**config.mk**
```make
export PLATFORM = sky130hd
export DESIGN_NAME = cfg_port
export DESIGN_NICKNAME = d
export VERILOG_FILES = /design/src/rtl/cfgp_pkg.sv /design/src/rtl/cfgp_key_seq.sv /design/src/rtl/cfgp_bank.sv /design/src/rtl/cfg_port.sv
export SDC_FILE = /design/constraint.sdc
export NUM_CORES = 1
export LEC_CHECK = 0
export ABC_AREA = 1
export ABC_CLOCK_PERIOD_IN_PS = 3060
export CORE_ASPECT_RATIO = 1.1
export CORE_MARGIN = 2
export CORE_UTILIZATION = 40
export CTS_CLUSTER_SIZE = 14
export DETAILED_ROUTE_END_ITERATION = 10
export PLACE_DENSITY_LB_ADDON = 0.12
export SLEW_MARGIN = 20
export SYNTH_ARGS = -nofsm -noshare
export SYNTH_HDL_FRONTEND = slang
export SYNTH_SLANG_ARGS = --single-unit
```
**constraint.sdc**
```tcl
create_clock -name clk -period 3.06 [get_ports clk]
set_input_delay 0.306 -clock clk [delete_from_list [all_inputs] [get_ports clk]]
set_output_delay 0.306 -clock clk [all_outputs]
set_load 0.005 [all_outputs]
```
**src/rtl/cfgp_pkg.sv**
```systemverilog
// Shared constants for the keyed configuration port.
// Assumes an 8-bit register index space with the global part below 0x30.
package cfgp_pkg;

    localparam logic [7:0] IDX_EXIT    = 8'h02;
    localparam logic [7:0] IDX_LDN     = 8'h07;
    localparam logic [7:0] IDX_ID_HI   = 8'h20;
    localparam logic [7:0] IDX_ID_LO   = 8'h21;
    localparam logic [7:0] IDX_REV     = 8'h22;
    localparam logic [7:0] IDX_BANK0   = 8'h30;
    localparam logic [7:0] IDX_ACT     = 8'h30;
    localparam logic [7:0] IDX_BASE_HI = 8'h60;
    localparam logic [7:0] IDX_BASE_LO = 8'h61;
    localparam logic [7:0] IDX_AUX0    = 8'h70;
    localparam logic [7:0] EXIT_CMD    = 8'h02;
    localparam logic [7:0] LOCKED_RD   = 8'hFF;
    localparam int         KEY_LEN     = 4;

    // Entry key byte for match position n
    function automatic logic [7:0] key_byte(input logic [1:0] n);
        case (n)
            2'd0:    key_byte = 8'h87;
            2'd1:    key_byte = 8'h01;
            default: key_byte = 8'h55;
        endcase
    endfunction

endpackage

```
**src/rtl/cfgp_key_seq.sv**
```systemverilog
// Entry-key matcher and lock state.
// While locked it follows index-port writes against the four-byte key.
// A mismatch restarts matching; a mismatching first-key byte counts as
// position one. While open, only exit_req closes the space.
module cfgp_key_seq
    import cfgp_pkg::*;
(
    input  logic       clk,
    input  logic       rst_n,
    input  logic       idx_wr,
    input  logic [7:0] wdata,
    input  logic       exit_req,
    output logic       unlocked
);

    localparam int POS_W = $clog2(KEY_LEN);

    logic [POS_W-1:0] match_q;
    logic             open_q;

    // Advance, restart or complete the key match; handle the exit command
    always_ff @(posedge clk) begin
        if (!rst_n) begin
            match_q <= '0;
            open_q  <= 1'b0;
        end else if (open_q) begin
            if (exit_req) begin
                open_q  <= 1'b0;
                match_q <= '0;
            end
        end else if (idx_wr) begin
            if (wdata == key_byte(match_q)) begin
                if (match_q == POS_W'(KEY_LEN - 1)) begin
                    open_q  <= 1'b1;
                    match_q <= '0;
                end else begin
                    match_q <= match_q + 1'b1;
                end
            end else if (wdata == key_byte(2'd0)) begin
                match_q <= POS_W'(1);
            end else begin
                match_q <= '0;
            end
        end
    end

    assign unlocked = open_q;

endmodule

```
**src/rtl/cfgp_bank.sv**
```systemverilog
// One logical device's register bank: activate bit, 16-bit base address
// and NUM_AUX auxiliary bytes. Writes arrive already qualified by the
// caller (space open, bank selected, index in bank range).
module cfgp_bank
    import cfgp_pkg::*;
#(
    parameter int NUM_AUX = 4
) (
    input  logic                   clk,
    input  logic                   rst_n,
    input  logic                   wr_en,
    input  logic [7:0]             idx,
    input  logic [7:0]             wdata,
    output logic [7:0]             rd_val,
    output logic                   active,
    output logic [15:0]            base,
    output logic [NUM_AUX*8-1:0]   aux
);

    logic        act_q;
    logic [15:0] base_q;
    logic [7:0]  aux_q [NUM_AUX];
    logic [7:0]  aux_off;
    logic        aux_hit;

    // Offset of the index inside the auxiliary window
    always_comb begin
        aux_off = idx - IDX_AUX0;
        aux_hit = (idx >= IDX_AUX0) && (aux_off < 8'(NUM_AUX));
    end

    // Store the fixed bank registers
    always_ff @(posedge clk) begin
        if (!rst_n) begin
            act_q  <= 1'b0;
            base_q <= '0;
        end else if (wr_en) begin
            if (idx == IDX_ACT)     act_q        <= wdata[0];
            if (idx == IDX_BASE_HI) base_q[15:8] <= wdata;
            if (idx == IDX_BASE_LO) base_q[7:0]  <= wdata;
        end
    end

    // Store the auxiliary window bytes
    always_ff @(posedge clk) begin
        for (int k = 0; k < NUM_AUX; k++) begin
            if (!rst_n)
                aux_q[k] <= '0;
            else if (wr_en && aux_hit && aux_off == 8'(k))
                aux_q[k] <= wdata;
        end
    end

    // Read back the register at the current index
    always_comb begin
        rd_val = 8'h00;
        if (idx == IDX_ACT)          rd_val = {7'b0, act_q};
        else if (idx == IDX_BASE_HI) rd_val = base_q[15:8];
        else if (idx == IDX_BASE_LO) rd_val = base_q[7:0];
        else if (aux_hit) begin
            for (int k = 0; k < NUM_AUX; k++)
                if (aux_off == 8'(k)) rd_val = aux_q[k];
        end
    end

    genvar gk;
    generate
        for (gk = 0; gk < NUM_AUX; gk++) begin : g_aux_out
            assign aux[gk*8 +: 8] = aux_q[gk];
        end
    endgenerate

    assign active = act_q;
    assign base   = base_q;

endmodule

```
**src/rtl/cfg_port.sv**
```systemverilog
// Keyed index/data configuration port: top level.
// Decodes the two host ports, keeps the index and device selector, holds
// one bank per logical device and registers read data. Assumes one-cycle
// strobes and that a read and a write never share a cycle.
module cfg_port
    import cfgp_pkg::*;
#(
    parameter int              ADDR_W   = 16,
    parameter logic [ADDR_W-1:0] IDX_PORT = 16'h002E,
    parameter logic [ADDR_W-1:0] DAT_PORT = 16'h002F,
    parameter int              NUM_LDN  = 8,
    parameter int              NUM_AUX  = 4,
    parameter logic [15:0]     CHIP_ID  = 16'h8A51,
    parameter logic [3:0]      CHIP_REV = 4'h3
) (
    input  logic                          clk,
    input  logic                          rst_n,
    input  logic [ADDR_W-1:0]             bus_addr,
    input  logic                          bus_wr,
    input  logic                          bus_rd,
    input  logic [7:0]                    bus_wdata,
    output logic [7:0]                    bus_rdata,
    output logic                          cfg_open,
    output logic [NUM_LDN-1:0]            dev_active,
    output logic [NUM_LDN*16-1:0]         dev_base,
    output logic [NUM_LDN*NUM_AUX*8-1:0]  dev_aux
);

    localparam int SEL_W = (NUM_LDN > 1) ? $clog2(NUM_LDN) : 1;

    logic       idx_sel, dat_sel;
    logic       idx_wr, dat_wr, exit_req, bank_wr, ldn_ok;
    logic [7:0] idx_q, ldn_q, glb_rd, cfg_rd;
    logic [7:0] bank_rd [NUM_LDN];

    // Port decode and write qualification
    always_comb begin
        idx_sel  = (bus_addr == IDX_PORT);
        dat_sel  = (bus_addr == DAT_PORT);
        idx_wr   = bus_wr && idx_sel;
        dat_wr   = bus_wr && dat_sel && cfg_open;
        exit_req = dat_wr && (idx_q == IDX_EXIT) && (bus_wdata == EXIT_CMD);
        ldn_ok   = (ldn_q < 8'(NUM_LDN));
        bank_wr  = dat_wr && (idx_q >= IDX_BANK0) && ldn_ok;
    end

    cfgp_key_seq u_key (
        .clk      (clk),
        .rst_n    (rst_n),
        .idx_wr   (idx_wr),
        .wdata    (bus_wdata),
        .exit_req (exit_req),
        .unlocked (cfg_open)
    );

    // Index register: loaded by index-port writes while open
    always_ff @(posedge clk) begin
        if (!rst_n)                idx_q <= '0;
        else if (cfg_open && idx_wr) idx_q <= bus_wdata;
    end

    // Logical device selector
    always_ff @(posedge clk) begin
        if (!rst_n)                             ldn_q <= '0;
        else if (dat_wr && idx_q == IDX_LDN)    ldn_q <= bus_wdata;
    end

    genvar gl;
    generate
        for (gl = 0; gl < NUM_LDN; gl++) begin : g_bank
            cfgp_bank #(.NUM_AUX(NUM_AUX)) u_bank (
                .clk    (clk),
                .rst_n  (rst_n),
                .wr_en  (bank_wr && ldn_q == 8'(gl)),
                .idx    (idx_q),
                .wdata  (bus_wdata),
                .rd_val (bank_rd[gl]),
                .active (dev_active[gl]),
                .base   (dev_base[gl*16 +: 16]),
                .aux    (dev_aux[gl*NUM_AUX*8 +: NUM_AUX*8])
            );
        end
    endgenerate

    // Global register readback
    always_comb begin
        case (idx_q)
            IDX_LDN:   glb_rd = ldn_q;
            IDX_ID_HI: glb_rd = CHIP_ID[15:8];
            IDX_ID_LO: glb_rd = CHIP_ID[7:0];
            IDX_REV:   glb_rd = {4'h0, CHIP_REV};
            default:   glb_rd = 8'h00;
        endcase
    end

    // Select global or banked readback
    always_comb begin
        if (idx_q < IDX_BANK0) cfg_rd = glb_rd;
        else if (ldn_ok)       cfg_rd = bank_rd[ldn_q[SEL_W-1:0]];
        else                   cfg_rd = 8'h00;
    end

    // Registered read data, held between reads
    always_ff @(posedge clk) begin
        if (!rst_n)
            bus_rdata <= 8'h00;
        else if (bus_rd && idx_sel)
            bus_rdata <= cfg_open ? idx_q : LOCKED_RD;
        else if (bus_rd && dat_sel)
            bus_rdata <= cfg_open ? cfg_rd : LOCKED_RD;
    end

endmodule

```
==> impl_metrics.json, run 1 <==
{
  "status": "finished clean",
  "fin_util_pct": 53.7,
  "numPortBuffers": 428,
  "synth_cell_types": 55,
  "wl_per_cell_um": 24.6,
  "cts_root_buffer": "clkbuf_16",
  "htreeDepth": 2,
  "slew_headroom_pct": 37.3,
  "grt-ovfl-total": 0,
  "peakVddDrop_mv": 0.457,
  "dr.first_iter.drc_count": 2018,
  "mostFrequentLayoutCell": "clkdlybuf4s50_1",
  "p_sw_mw": 2.86,
  "end_kind": "flip-flop",
  "multiInputGateArea_um2": 7290,
  "grtUsageTotal_pct": 30.8,
  "hpwl_um": 58200,
  "power_mw": 12.4,
  "startpoint_type": "flip-flop",
  "syn_to_final_growth_pct": 33.4,
  "postCtsSetupBuffers": 0,
  "crit_required_ns": 3.51,
  "yosys-top-cells-area": "edfxtp_1 39%, dfxtp_1 17%, nand2_1 7.3%",
  "cts_buffer_depth": 3,
  "ctsHoldBuffers": 0,
  "p_clk_share_pct": 42.9,
  "die_w_um": 215,
  "crit_path_max_fanout": 45,
  "core-area_um2": 48700,
  "finClkSkew_ns": 0.0288,
  "num_rows": 85,
  "p_leak_nw": 10.4,
  "cts_resized": 0,
  "syn-num-nets": 2217,
  "dieArea_um2": 50800,
  "clk_pin_slew_ns": 0.06,
  "drcViolationCount": 0,
  "switching_share_pct": 23.1,
  "ys_seq_elements": 419,
  "die_height_um": 236,
  "ioPinCount": 429,
  "combPwrFrac_pct": 6.1,
  "yosys_warnings": 0,
  "drt_first_pass_iters": 6,
  "finalHoldViolCount": 0,
  "hold_path_class": "input port to flip-flop",
  "ys_seq_area_share_pct": 55.9,
  "period_share_pct": 89.9,
  "mostFrequentLayoutCells": "427 x clkdlybuf4s50_1, 381 x nand2_1, 330 x nor2_1, 256 x edfxtp_1, 195 x o21ai_0",
  "synth_top_cell_by_area": "edfxtp_1",
  "setup_viol": 0,
  "seqPwrFrac_pct": 51.1,
  "crit_type": "flip-flop to flip-flop",
  "cap_violations": 0,
  "antenna_left": 0,
  "grt_pass1_vias": 17100,
  "avgSynthCellArea_um2": 8.97,
  "ys.flop_type": "edfxtp_1",
  "synth_edf_count": 256,
  "drv_slew": 0,
  "synthCells": 2184,
  "insertion_delay_ns": 0.59,
  "synthesis.area_um2": 19600,
  "vias": 18100,
  "grt_max_degree": 107,
  "gp_congestion": 0.900,
  "rsz0062_at_grt": "false",
  "regArea_um2": 11000,
  "fin_crit_ns": 2.75,
  "worst_pin_slew_ns": 0.941,
  "powerDensity_nw_per_um2": 473,
  "viasPerCell": 5.52,
  "drive_above_1_share_pct": 9.36,
  "fillers": 4543,
  "max_freq_ghz": 0.364,
  "numCtsBuffers": 44,
  "antenna_found_initial": 0,
  "cts_tree": "built",
  "yosys.area.top_type_share_pct": 39.2,
  "async_flop_share_pct": 0,
  "routed_wl_um": 80800,
  "initial_core_util_pct": 40.2,
  "grt_pass1_wl_um": 116000,
  "finalNetCount": 2630,
  "clock_sinks": 419,
  "crit_arrival_ns": 3.20,
  "tns_ns": 0,
  "internal_power_mw": 9.51
}
## path summary, 6_finish.rpt
check	to	slack (ns)	depth (start not counted)	from
hold reg to reg	u_key.unlocked	0.52	2	u_key.unlocked
setup reg to reg	bus_rdata[0]	0.31	18	idx_q[7]
hold / removal	u_key.match_q[0]	0.22	3	rst_n
setup / recovery	bus_rdata[0]	0.31	18	idx_q[7]
## critical path: stages (launching register included)
cell and delay [ns]:
dfxtp_1 0.37, inv_1 0.10, nand2_1 0.17, nor2_4 0.08, buf_12 0.18, nand3_1 0.11, nand2_1 0.12, o21ai_0 0.45
nand2_1 0.21, nand2_1 0.10, nand2_1 0.05, nand2_1 0.08, inv_1 0.04, nand3_1 0.06, nand2_1 0.06, nand3_1 0.15
nand2_1 0.10, nand2_1 0.09, a21oi_1 0.07
## state kept, by name (all words and copies together) (netlist names)
register	flops
g_bank.u_bank.active	8
bus_rdata	8
idx_q	8
ldn_q	8
u_key.match_q	2
g_bank.u_bank.base	128
g_bank.u_bank.aux_q	256
u_key.unlocked	1
## logic make-up (layout without fill, tap and decap cells)
logic type,after synthesis,after routing,synth area share (%)
AOI/OAI and AO/OA,490,490,13.5
xor gates and xnor gates,1,1,0.0447
adders and majority gates,5,5,0.319
buffers and inverters,286,731,6.94
DFF,419,419,55.9
other,0,1,0
and+or+nand+nor,983,983,23.4
## Yosys cell counts, types with 2 or more instances
cell type / number
buf_8: 3
nor3_1: 14
nand3_1: 167
inv_4: 7
a211oi_1: 17
a21oi_1: 188
nor3_2: 2
nand3b_1: 2
a21oi_2: 2
a31oi_1: 7
buf_6: 15
o31ai_1: 10
nand3_2: 2
nand4_1: 16
nor2_1: 331
nand2_8: 2
nor2_4: 13
dfxtp_1: 163
clkbuf_1: 81
clkinv_1: 7
inv_2: 9
nand2_1: 381
edfxtp_1: 256
buf_1: 5
o31a_1: 2
o211ai_1: 4
nand2_2: 5
nand2_4: 3
nor4_1: 4
buf_2: 27
nor2_8: 19
ha_1: 5
o22ai_1: 46
nor2_2: 4
buf_4: 23
inv_1: 108
or2_2: 10
o21ai_0: 195
o21ai_1: 13
## layer usage
layer / share of wire, % / routed length [um] / vias up / track usage (%)
met5: 0 / 0 / - / 0
met4: 4.1 / 3280 / 0 / 11.8
met3: 10 / 8250 / 148 / 7.38
met2: 46 / 37200 / 1011 / 49.4
met1: 40 / 32100 / 8672 / 40.5
li1: - / - / 8278 / -
## cell type report
type	count	share of cell area, %
Clock buffer	55	4.78
Timing Repair Buffer	521	19.7
Inverter	132	1.98
Tap cell	652	3.12
Clock inverter	23	0.608
Multi-Input combinational cell	1479	27.9
Antenna cell	1	0.00957
Sequential cell	419	41.9
## power by group through the flow
stage,combinational [mW],clock [mW],sequential (mW)
3_5_place_dp,0.746,0,6.43
2_1_floorplan,0.176,0,6.37
5_1_grt,0.780,5.57,6.32
6_report,0.750,5.30,6.32
4_1_cts,0.748,5.34,6.31
3_3_place_gp,0.739,0,6.43
## stage by stage
step	setup slack (ns)	instance area, um2	cells	hold slack (ns)
finish	0.310	26100	3282	0.222
global route	0.0696	26100	3281	0.223
CTS	0.289	26100	3281	0.199
detailed placement	0.0602	24700	3203	0.508
global placement	0.111	24700	3203	0.489
floorplan	0.563	19600	2184	0.482
No activity file was read; power rests on OpenSTA's default activity.
==> inputs of run 2 (changes only) <==
--- a/config.mk
+++ b/config.mk
@@ -10,7 +10,6 @@
 export CORE_ASPECT_RATIO = 1.1
 export CORE_MARGIN = 2
 export CORE_UTILIZATION = 40
-export CTS_CLUSTER_SIZE = 14
 export DETAILED_ROUTE_END_ITERATION = 10
 export PLACE_DENSITY_LB_ADDON = 0.12
 export SLEW_MARGIN = 20
==> results of run 2 <==
No change in the layout: final DEF, timing and power equal those of run 1.
==> inputs of run 3 (changes only) <==
--- a/config.mk
+++ b/config.mk
@@ -16,3 +16,4 @@
 export SYNTH_ARGS = -nofsm -noshare
 export SYNTH_HDL_FRONTEND = slang
 export SYNTH_SLANG_ARGS = --single-unit
+export TNS_END_PERCENT = 50
==> results of run 3 <==
No change in the layout: final DEF, timing and power equal those of run 1.
